===== src/rtl/dtm_pkg.sv =====
package dtm_pkg;
    // Byte offsets of the registers
    localparam int OFF_PRESCALE = 'h00;
    localparam int OFF_CLEAR    = 'h08;
    localparam int OFF_FLAG     = 'h0C;
    localparam int OFF_MASK     = 'h10;
    localparam int OFF_CMP      = 'h14;
    localparam int OFF_CNT1     = 'h18;
    localparam int OFF_LO       = 'h20;
    localparam int OFF_HIBUF    = 'h24;
    localparam int OFF_ENSET    = 'h34;
    localparam int OFF_ENCLR    = 'h38;

    localparam int NUM_CH = 2;
    localparam int CODE_W = 2;
    // Prescaler counter width covers the largest divider 4^(2^CODE_W-1)
    localparam int PRE_CW = 2 * ((1 << CODE_W) - 1);

    typedef logic [CODE_W-1:0] pcode_t;

    // Terminal count of the prescaler for a given code (divider minus one)
    function automatic logic [PRE_CW-1:0] pre_limit(input pcode_t code);
        return PRE_CW'((1 << (2 * int'(code))) - 1);
    endfunction
endpackage


===== src/rtl/dtm_prescaler.sv =====
module dtm_prescaler
    import dtm_pkg::*;
(
    input  logic   clk,
    input  logic   rst_n,
    input  logic   run_i,
    input  pcode_t code_i,
    output logic   tick_o
);
    typedef struct packed {
        logic [PRE_CW-1:0] cnt;
    } pre_st_t;

    pre_st_t s_d, s_q;
    logic    at_lim;

    always_comb begin
        s_d    = s_q;
        at_lim = (s_q.cnt >= pre_limit(code_i));
        tick_o = run_i && at_lim;
        if (!run_i || at_lim) begin
            s_d.cnt = '0;
        end else begin
            s_d.cnt = s_q.cnt + 1'b1;
        end
    end

    always_ff @(posedge clk or negedge rst_n) begin
        if (!rst_n) begin
            s_q <= '0;
        end else begin
            s_q <= s_d;
        end
    end

    // a tick always restarts the division period
    a_r3_tick_restart: assert property (@(posedge clk) disable iff (!rst_n)
        tick_o |=> (s_q.cnt == '0));
endmodule


===== src/rtl/dtm_event_chan.sv =====
module dtm_event_chan #(
    parameter int W = 32
) (
    input  logic         clk,
    input  logic         rst_n,
    input  logic         tick_i,
    input  logic         clr_i,
    input  logic         cmp_we_i,
    input  logic [W-1:0] cmp_wdata_i,
    input  logic         flag_we_i,
    input  logic         flag_wbit_i,
    output logic [W-1:0] cnt_o,
    output logic [W-1:0] cmp_o,
    output logic         flag_o
);
    typedef struct packed {
        logic [W-1:0] cnt;
        logic [W-1:0] cmp;
        logic         flag;
    } ev_st_t;

    ev_st_t s_d, s_q;
    logic   hit;
    logic   matched;

    always_comb begin
        s_d     = s_q;
        hit     = 1'b0;
        matched = (s_q.cnt == s_q.cmp);
        if (cmp_we_i) begin
            s_d.cmp = cmp_wdata_i;
        end
        if (clr_i) begin
            s_d.cnt = '0;
        end else if (tick_i && !matched) begin
            s_d.cnt = s_q.cnt + 1'b1;
            hit     = (s_d.cnt == s_q.cmp);
        end
        // hardware set wins over a software clear in the same cycle
        if (hit) begin
            s_d.flag = 1'b1;
        end else if (flag_we_i && !flag_wbit_i) begin
            s_d.flag = 1'b0;
        end
    end

    always_ff @(posedge clk or negedge rst_n) begin
        if (!rst_n) begin
            s_q <= '0;
        end else begin
            s_q <= s_d;
        end
    end

    assign cnt_o  = s_q.cnt;
    assign cmp_o  = s_q.cmp;
    assign flag_o = s_q.flag;

    // each tick below the compare value adds exactly one
    a_r4_step: assert property (@(posedge clk) disable iff (!rst_n)
        (tick_i && !clr_i && (cnt_o != cmp_o)) |=> (cnt_o == $past(cnt_o) + 1'b1));
    // the flag only rises when the count sits on the compare value
    a_r4_flag_at_match: assert property (@(posedge clk) disable iff (!rst_n)
        ($rose(flag_o) && !$past(cmp_we_i)) |-> (cnt_o == cmp_o));
    // a matched count holds until cleared or the compare value moves
    a_r5_hold: assert property (@(posedge clk) disable iff (!rst_n)
        ((cnt_o == cmp_o) && !clr_i && !cmp_we_i) |=> $stable(cnt_o));
endmodule


===== src/rtl/dtm_stamp_chan.sv =====
module dtm_stamp_chan #(
    parameter int W = 32
) (
    input  logic         clk,
    input  logic         rst_n,
    input  logic         tick_i,
    input  logic         clr_i,
    input  logic         lo_rd_i,
    output logic [W-1:0] lo_o,
    output logic [W-1:0] hibuf_o
);
    typedef struct packed {
        logic [W-1:0] lo;
        logic [W-1:0] hi;
        logic [W-1:0] hbuf;
    } ts_st_t;

    ts_st_t s_d, s_q;
    logic   lo_full;

    always_comb begin
        s_d     = s_q;
        lo_full = &s_q.lo;
        // the buffer takes the upper word of the same cycle the low word is read
        if (lo_rd_i) begin
            s_d.hbuf = s_q.hi;
        end
        if (clr_i) begin
            s_d.lo = '0;
            s_d.hi = '0;
        end else if (tick_i) begin
            s_d.lo = s_q.lo + 1'b1;
            if (lo_full) begin
                s_d.hi = s_q.hi + 1'b1;
            end
        end
    end

    always_ff @(posedge clk or negedge rst_n) begin
        if (!rst_n) begin
            s_q <= '0;
        end else begin
            s_q <= s_d;
        end
    end

    assign lo_o    = s_q.lo;
    assign hibuf_o = s_q.hbuf;

    // the low word wraps to zero and carries into the upper word
    a_r9_carry: assert property (@(posedge clk) disable iff (!rst_n)
        (tick_i && !clr_i && (&lo_o)) |=> ((lo_o == '0) && (s_q.hi == $past(s_q.hi) + 1'b1)));
    // the buffer only changes on a low-word read
    a_r10_buf_stable: assert property (@(posedge clk) disable iff (!rst_n)
        !lo_rd_i |=> $stable(hibuf_o));
    // clearing empties the whole count
    a_r8_clear: assert property (@(posedge clk) disable iff (!rst_n)
        clr_i |=> ((lo_o == '0) && (s_q.hi == '0)));
endmodule


===== src/rtl/dual_timer.sv =====
module dual_timer
    import dtm_pkg::*;
#(
    parameter int DATA_W = 32,
    parameter int ADDR_W = 6
) (
    input  logic              clk,
    input  logic              rst_n,
    input  logic              bus_wr,
    input  logic              bus_rd,
    input  logic [ADDR_W-1:0] bus_addr,
    input  logic [DATA_W-1:0] bus_wdata,
    output logic [DATA_W-1:0] bus_rdata,
    output logic              irq_o
);
    localparam int PRE_BITS = NUM_CH * CODE_W;

    typedef struct packed {
        logic [NUM_CH-1:0][CODE_W-1:0] code;
        logic [NUM_CH-1:0]             en;
        logic                          mask;
    } top_st_t;

    top_st_t s_d, s_q;

    logic              we_pre, we_clr, we_flag, we_mask, we_cmp, we_set, we_unset, rd_lo;
    logic [NUM_CH-1:0] tick;
    logic [DATA_W-1:0] cnt1, cmp1, lo2, hbuf2;
    logic              flag1;

    function automatic logic at(input logic [ADDR_W-1:0] a, input int off);
        return a == ADDR_W'(off);
    endfunction

    always_comb begin
        we_pre   = bus_wr && at(bus_addr, OFF_PRESCALE);
        we_clr   = bus_wr && at(bus_addr, OFF_CLEAR);
        we_flag  = bus_wr && at(bus_addr, OFF_FLAG);
        we_mask  = bus_wr && at(bus_addr, OFF_MASK);
        we_cmp   = bus_wr && at(bus_addr, OFF_CMP);
        we_set   = bus_wr && at(bus_addr, OFF_ENSET);
        we_unset = bus_wr && at(bus_addr, OFF_ENCLR);
        rd_lo    = bus_rd && at(bus_addr, OFF_LO);
    end

    always_comb begin
        s_d = s_q;
        if (we_pre) begin
            s_d.code = bus_wdata[PRE_BITS-1:0];
        end
        if (we_set) begin
            s_d.en = s_q.en | bus_wdata[NUM_CH-1:0];
        end
        if (we_unset) begin
            s_d.en = s_q.en & ~bus_wdata[NUM_CH-1:0];
        end
        if (we_mask) begin
            s_d.mask = bus_wdata[0];
        end
    end

    always_ff @(posedge clk or negedge rst_n) begin
        if (!rst_n) begin
            s_q <= '{code: '0, en: '0, mask: 1'b1};
        end else begin
            s_q <= s_d;
        end
    end

    for (genvar g = 0; g < NUM_CH; g++) begin : g_pre
        dtm_prescaler u_pre (
            .clk    (clk),
            .rst_n  (rst_n),
            .run_i  (s_q.en[g]),
            .code_i (s_q.code[g]),
            .tick_o (tick[g])
        );
    end

    dtm_event_chan #(.W(DATA_W)) u_ev (
        .clk         (clk),
        .rst_n       (rst_n),
        .tick_i      (tick[0]),
        .clr_i       (we_clr && bus_wdata[0]),
        .cmp_we_i    (we_cmp),
        .cmp_wdata_i (bus_wdata),
        .flag_we_i   (we_flag),
        .flag_wbit_i (bus_wdata[0]),
        .cnt_o       (cnt1),
        .cmp_o       (cmp1),
        .flag_o      (flag1)
    );

    dtm_stamp_chan #(.W(DATA_W)) u_ts (
        .clk     (clk),
        .rst_n   (rst_n),
        .tick_i  (tick[1]),
        .clr_i   (we_clr && bus_wdata[1]),
        .lo_rd_i (rd_lo),
        .lo_o    (lo2),
        .hibuf_o (hbuf2)
    );

    always_comb begin
        bus_rdata = '0;
        if (at(bus_addr, OFF_PRESCALE)) begin
            bus_rdata = DATA_W'(s_q.code);
        end else if (at(bus_addr, OFF_FLAG)) begin
            bus_rdata = DATA_W'(flag1);
        end else if (at(bus_addr, OFF_MASK)) begin
            bus_rdata = DATA_W'(s_q.mask);
        end else if (at(bus_addr, OFF_CMP)) begin
            bus_rdata = cmp1;
        end else if (at(bus_addr, OFF_CNT1)) begin
            bus_rdata = cnt1;
        end else if (at(bus_addr, OFF_LO)) begin
            bus_rdata = lo2;
        end else if (at(bus_addr, OFF_HIBUF)) begin
            bus_rdata = hbuf2;
        end else if (at(bus_addr, OFF_ENSET)) begin
            bus_rdata = DATA_W'(s_q.en);
        end
    end

    assign irq_o = flag1 && !s_q.mask;

    // channel 1 starts only on a set write carrying a one in bit 0
    a_r2_start_needs_set: assert property (@(posedge clk) disable iff (!rst_n)
        $rose(s_q.en[0]) |-> $past(we_set && bus_wdata[0]));
    // channel 1 stops only on a clear write carrying a one in bit 0
    a_r2_stop_needs_clear: assert property (@(posedge clk) disable iff (!rst_n)
        $fell(s_q.en[0]) |-> $past(we_unset && bus_wdata[0]));
endmodule


===== config.mk =====
export PLATFORM = sky130hd
export DESIGN_NAME = dual_timer
export DESIGN_NICKNAME = d
export VERILOG_FILES = /design/src/rtl/dtm_pkg.sv /design/src/rtl/dtm_prescaler.sv /design/src/rtl/dtm_event_chan.sv /design/src/rtl/dtm_stamp_chan.sv /design/src/rtl/dual_timer.sv
export SDC_FILE = /design/constraint.sdc
export NUM_CORES = 1
export LEC_CHECK = 0
export ABC_AREA = 1
export BUFFER_PORTS_ARGS = -buffer_cell sky130_fd_sc_hd__buf_4
export CAP_MARGIN = 20
export CORE_MARGIN = 2
export CORE_UTILIZATION = 45
export DETAILED_ROUTE_END_ITERATION = 8
export SYNTH_ARGS = -nofsm -noshare
export SYNTH_HDL_FRONTEND = slang
export SYNTH_HIERARCHICAL = 1
export SYNTH_SLANG_ARGS = --single-unit

===== constraint.sdc =====
create_clock -name clk -period 3.3 [get_ports clk]
set_input_delay 0.99 -clock clk [delete_from_list [all_inputs] [get_ports clk]]
set_output_delay 0.99 -clock clk [all_outputs]
set_load 0.03 [all_outputs]

==> results of run 1 <==
[power by group]
part           switching [mW]  internal (mW)  leakage, nW
sequential              0.602           2.52         2.38
clock                    1.00           1.10        0.295
combinational            1.07          0.735         3.70
[cell families after synthesis]
family / count (synthesis) / synth area share, %
AND/OR/NAND/NOR: 994 / 34.3
multiplexers: 42 / 3.76
XOR/XNOR: 60 / 4.17
AO/OA/AOI/OAI: 181 / 9.46
buffers and inverters: 277 / 10.8
adder cells (fa/ha/maj): 17 / 1.69
flip-flops: 180 / 35.8
[per-stage QoR]
step,worst slack [ns],cell area [µm²],hold slack [ns],TNS (ns)
3_5_place_dp,-0.0118,13200,0.499,-0.0118
6_report,-0.00772,14100,0.486,-0.00772
5_1_grt,-0.0514,14100,0.503,-0.428
4_1_cts,0.0191,13800,0.489,0
2_1_floorplan,0.0593,12600,0.468,0
3_3_place_gp,-0.00424,13200,0.492,-0.00424
[placed cells by master (no fill, tap or decap), drive strengths merged]
cell type	instances
a21boi	2
a21oi	38
a31oi	6
a41oi	27
and2	3
and3	1
buf	108
bufinv	1
clkbuf	21
clkinv	4
dfrtp	179
dfstp	1
ha	17
inv	166
mux2	42
nand2	482
nand2b	1
nand3	179
nand3b	13
nand4	17
nor2	273
nor3	20
nor4	2
o21a	5
o21ai	77
o21bai	11
o31ai	15
or2	3
xnor2	31
xor2	29
[what timing repair did]
item                       CTS  global route
resized for setup            2            39
gates cloned                 0             2
buffers inserted             0             3
setup endpoints to repair    2            25
pin swaps                    0             4
[synthesized netlist by cell type (19+ instances only)]
cell     number
nor2_1      242
xnor2_1      31
buf_4        68
nand3_1     175
nor2_2       19
o21ai_0      39
a21oi_1      36
xor2_1       29
nand2_1     472
inv_1       153
dfrtp_1     179
mux2_2       42
buf_2        27
o21ai_1      35
[sequential cells by signal, summed over array words and instances (netlist names), named ones only]
| register | count |
|---|---|
| u_ts/s_q | 32 |
| u_ev/flag_o | 1 |
| g_pre.u_pre/s_q | 12 |
| u_ts/hibuf_o | 32 |
| u_ts/lo_o | 32 |
| u_ev/cnt_o | 32 |
| s_q | 5 |
| u_ev/cmp_o | 32 |
[how the worst max path moves through the flow]
stage,start,end,slack (ns),cells after the start
2_1_floorplan,bus_addr[1],bus_rdata[20],0.06,6
3_3_place_gp,bus_addr[2],bus_rdata[9],-0.004,8
3_5_place_dp,bus_addr[2],bus_rdata[9],-0.01,8
4_1_cts,bus_addr[2],bus_rdata[8],0.02,8
5_1_grt,bus_addr[2],bus_rdata[2],-0.05,11
6_report,bus_addr[2],bus_rdata[11],-0.008,9
[layout make-up]
cell class	count	share of cell area, %
repair buffers	111	7.56
clock buffers	18	3.11
well taps	378	3.35
multi-input cells	1294	48.8
clock inverters	14	1.12
inverters	157	4.17
flip-flops and latches	180	31.9
[routing by layer]
| layer | GRT usage [%] | wire [µm] | up-vias |
|---|---|---|---|
| met1 | 35.3 | 17100 | 5347 |
| li1 | - | - | 5641 |
| met3 | 3.73 | 1490 | 57 |
| met2 | 42.3 | 17800 | 257 |
| met5 | 0 | 0 | - |
| met4 | 8.40 | 957 | 0 |
==> out/summary.txt, run 1 <==
RR Startpoint: s_q[3]
routability cong.: 0.976
Slew Limit Headroom: 57.4%
Clock Tree Root: clkbuf_16
Setup-failing EPs final: 1
clock skew: 0.0179 ns
Tot Pwr: 7.03 mW
fin util: 51.0%
PD cells: 498 nW/µm²
TritonCTS clock tree: yes
GRT overflow: 0
top-area cell type share of the netlist area: 35.6%
Core Footprint: 27700 µm²
worst vdd ir: 363 µV
CP Max Fanout: 16
Post-DP HPWL: 28500 µm
TritonCTS Buffers: 17
initial antenna violation count: 0
Mapped Nets: 1810
slowest CP cell: a41oi_2
number of remaining DRC errors: 0
Starting Density: 45.5%
leak pwr: 6.38 nW
RSZ-0062 raised after global routing: true
sequential area share after synthesis: 35.8%
period utilisation layout: 100%
Max Fclk: 302 MHz
cts hold-fix bufs: 0
Worst Path Required: 2.31 ns
vias in the first global route: 10700
# fillers: 2753
nets: 1820
critical path endpoint category: primary output
clk buf depth: 2
detailed-route wire length: 37300 µm
arrival time at the worst endpoint: 2.32 ns
violated checks: negative setup slack
Vias/cell: 5.25
Iteration-0 DRC Markers: 843
input/output buffers: 74
Startpoint Class: primary input
number of synthesized flops with an enable pin: 0
syn avg cell area: 7.19 µm²
antenna diode count: 0
worst-margin pin slew: 0.633 ns
maxcap violations: 0
largest net degree at the start of global routing: 58
Die ar.: 29300 µm²
cell mode on critical path: buf_4
Most used DFF post-synth: dfrtp_1
die width: 171 µm
IO Count: 75
Setup WS post-layout: -0.00772 ns
status: complete, but fails checks
top cells by area, synth: dfrtp_1 36%, nand2_1 14%, nor2_1 7.2%, nand3_1 7.0%, inv_1 4.6%
cell taking the most area after synthesis: dfrtp_1
routed length per instance: 17.4 µm
buffers and inverters on the worst path: 4
r2r setup slk: 0.47 ns
Reg area: 4510 µm²
total track usage: 25.9%
Die Height: 171 µm
Slew Limit Fails: 0
routed vias: 11300
final hold violations: 0
yosys warns: 6
clock sink count: 180
Async SR Flop Fraction: 100%
layout cells sized above 1: 15.9%
end of the worst register-to-register path: u_ev/cnt_o[3]
post-route ant nets: 0
area of the multi-input gates: 6900 µm²
Hold/Removal Path Class: in2async
CP delay by family, top: buffers and inverters
Netlist cell types: 47
worst reg-to-reg path cell count: 14
Worst-path clk slew: 0.08 ns
Cells after Synth: 1751
cell chain of the critical path: buf_4 > nor2_4 > nand2_2 > nor3_4 > buf_4 > clkbuf_16 > nand2_1 > a41oi_2 > buf_6
placed instance count: 2115
Final Non-Filler Cells: 2152
Seq cells post-synth: 180
H-tree Lvls: 4
DR pass1 iterations: 7
area delta synth->final: 12.3%
worst-skew pair later-pin latency: 0.46 ns
fin crit period: 3.31 ns
Post-Synthesis Cell Area: 12600 µm²
std cell rows: 61
crit-path max cell delay: 0.23 ns
crit path kind: in2out
wire length of the first global-routing pass: 58400 µm
(Power assumes the default switching activity.)
==> run 2: changes to the inputs <==
SYNTH_HIERARCHICAL = default   (was 1)
==> out/summary.txt, run 2 <==
syn avg cell area: 7.26 µm² (+0.91%)
status: finished, final reports clean
IO Count: 75 (unchanged)
Reg area: 4510 µm² (unchanged)
most frequent cells in the layout: 358 x nand2_1, 179 x dfrtp_1, 174 x nor2_1
worst vdd ir: 399 µV (+10%)
top cells by area, synth: dfrtp_1 39%, nand2_1 12%, nor2_1 5.9%, nand3_1 5.6%, inv_1 5.6%
crit path kind: in2out
largest net degree at the start of global routing: 58 (unchanged)
RSZ-0062 raised after global routing: true
cell taking the most area after synthesis: dfrtp_1
Worst Path Required: 2.31 ns (about the same)
post-CTS setup buffers: 0 (unchanged)
maxcap violations: 0 (unchanged)
M3 GR Usage: 3.99% (+0.26 points)
GRT overflow: 0 (unchanged)
nets: 1708 (-6.2%)
Most used DFF post-synth: dfrtp_1
TritonCTS clock tree: yes
input/output buffers: 74 (unchanged)
H-tree Lvls: 4 (unchanged)
Die Height: 163 µm (-4.6%)
Post-DP HPWL: 28400 µm (-0.45%)
fin crit period: 3.28 ns (-0.0274 ns)
grt met2 use: 47.8% (+5.4 points)
clk buf depth: 2 (unchanged)
Worst-path clk slew: 0.08 ns (about the same)
Netlist cell types: 50 (+6.4%)
top post-synthesis cells by count: 361 x nand2_1, 180 x nor2_1, 179 x dfrtp_1
met1 global-route usage: 38.6% (+3.2 points)
Startpoint Class: primary input
clock sink count: 180 (unchanged)
most common cell in the netlist: nand2_1
clock skew: 0.0162 ns (-0.00172 ns)
routed vias: 11100 (-1.9%)
worst-skew pair later-pin latency: 0.45 ns (about the same)
yosys warns: 0 (-6)
Setup-failing EPs final: 0 (-1)
Async SR Flop Fraction: 100% (unchanged)
number of synthesized flops with an enable pin: 0 (unchanged)
Die ar.: 26700 µm² (-9.0%)
Max Fclk: 305 MHz (+0.84%)
Cells after Synth: 1575 (-10%)
initial antenna violation count: 0 (unchanged)
Core Footprint: 25000 µm² (-9.6%)
Vias/cell: 5.57 (+6.1%)
DR pass1 iterations: 5 (-2)
final hold violations: 0 (unchanged)
fin util: 54.9% (+3.9 points)
Slew Limit Headroom: 43.4% (-14 points)
wire length of the first global-routing pass: 58900 µm (+0.92%)
die width: 163 µm (-4.6%)
top-area cell type share of the netlist area: 39.2% (+3.6 points)
post-place setup slack: -0.113 ns (-0.102 ns)
Iteration-0 DRC Markers: 960 (+14%)
routability cong.: 0.979 (+0.35%)
arrival time at the worst endpoint: 2.29 ns (-0.03 ns)
area of the multi-input gates: 6410 µm² (-7.2%)
Slew Limit Fails: 0 (unchanged)
detailed-route wire length: 37900 µm (+1.6%)
cts hold-fix bufs: 0 (unchanged)
grt peak-use layer: met2
Starting Density: 45.7% (+0.20 points)
std cell rows: 58 (-4.9%)
Clock Tree Root: clkbuf_16
Post-Synthesis Cell Area: 11400 µm² (-9.2%)
layout cells sized above 1: 15.2% (-0.72 points)
setup TNS: 0 ns (+0.00772 ns)
Setup WS post-layout: 0.0197 ns (+0.0274 ns)
post-route ant nets: 0 (unchanged)
most common cell after layout, fill and taps aside: nand2_1
period utilisation layout: 99.4% (-0.83 points)
Min Hold Slack: 0.487 ns (+0.00136 ns)
Hold/Removal Path Class: in2async
# fillers: 2413 (-12%)
PD cells: 494 nW/µm² (-0.74%)
total track usage: 28.8% (+2.9 points)
leak pwr: 6.32 nW (-0.89%)
CP Max Fanout: 5 (-11)
Tot Pwr: 6.79 mW (-3.5%)
area delta synth->final: 20.3%
Mapped Nets: 1634 (-9.7%)
number of remaining DRC errors: 0 (unchanged)
Seq cells post-synth: 180 (unchanged)
vias in the first global route: 10700 (+0.32%)
critical path endpoint category: primary output
routed length per instance: 19.1 µm (+9.8%)
sequential area share after synthesis: 39.4% (+3.6 points)
worst-margin pin slew: 0.843 ns (+0.210 ns)
TritonCTS Buffers: 17 (unchanged)
antenna diode count: 0 (unchanged)
==> run 2: changes by cell type in the layout (fill, tap and decap cells not counted), sizes merged, moves of 36 or more <==
cell   before  now
a21oi      38   78
o21ai      77  122
nand2     482  363
nand3     179  129
nor2      273  183
nand4      17   53
==> run 2: cell type report <==
| cell class | count | area share (%) |
|---|---|---|
| timing repair buffer | 116 | 8.56 |
| clock inverter | 13 | 0.938 |
| tap | 330 | 3.00 |
| sequential | 180 | 32.8 |
| clock buffer | 18 | 3.20 |
| inverter | 175 | 4.92 |
| multi-input combinational | 1159 | 46.6 |
==> run 2: repair_timing <==
item                       4_1_cts  5_1_grt
resized for setup                7       46
cloned                           0        6
setup endpoints to repair       29       31
pin swaps                        3        3
hold endpoints to repair         0        0
==> run 2: critical path: stages <==
cell     delay [ns]
buf_4          0.13
nor2_1         0.17
inv_1          0.12
nor4_1         0.37
buf_4          0.20
nand2_1        0.05
nand4_1        0.09
buf_4          0.17
==> run 2: cell families after synthesis <==
kind of cell               after synthesis  share of synthesized area (%)
muxes                                   25                           2.46
and+or+nand+nor                        805                           31.4
xor gates and xnor gates                58                           4.44
adders and majority gates               17                           1.86
buffers and inverters                  236                           8.26
AOI/OAI and AO/OA                      254                           12.2
DFF                                    180                           39.4
==> run 2: layer usage <==
metal  vias to the layer above  part of all wire [%]
met3                        94                   5.4
met2                       354                    48
met1                      5260                    43
met4                         0                   3.5
met5                         -                     0
li1                       5383                     -
==> run 2: power by group <==
part | switching [mW] | internal (mW) | total, mW
Clock | 1.02 | 1.03 | 2.05
Sequential | 0.360 | 2.48 | 2.84
Combinational | 1.25 | 0.649 | 1.90
==> run 2: through the flow <==
stage,instances,area (µm²)
after global routing,1991,13700
after global placement,1954,12900
after CTS,1985,13500
final,1991,13700
after detailed placement,1954,12900
after floorplan,1575,11800
==> run 2: worst paths after layout <==
check | endpoint | cells after the start | startpoint | slack, ns
worst max-delay path | bus_rdata[0] | 8 | bus_addr[5] | 0.02
worst min-delay path | g_pre[0].u_pre.s_q[3] | 1 | rst_n | 0.49
worst min register to register | g_pre[0].u_pre.s_q[0] | 1 | g_pre[0].u_pre.s_q[0] | 0.49
min in group clk | g_pre[0].u_pre.s_q[0] | 1 | g_pre[0].u_pre.s_q[0] | 0.49
max in group asynchronous | s_q[0] | 2 | rst_n | 2.11
worst max register to register | u_ts.s_q[34] | 15 | s_q[5] | 0.35
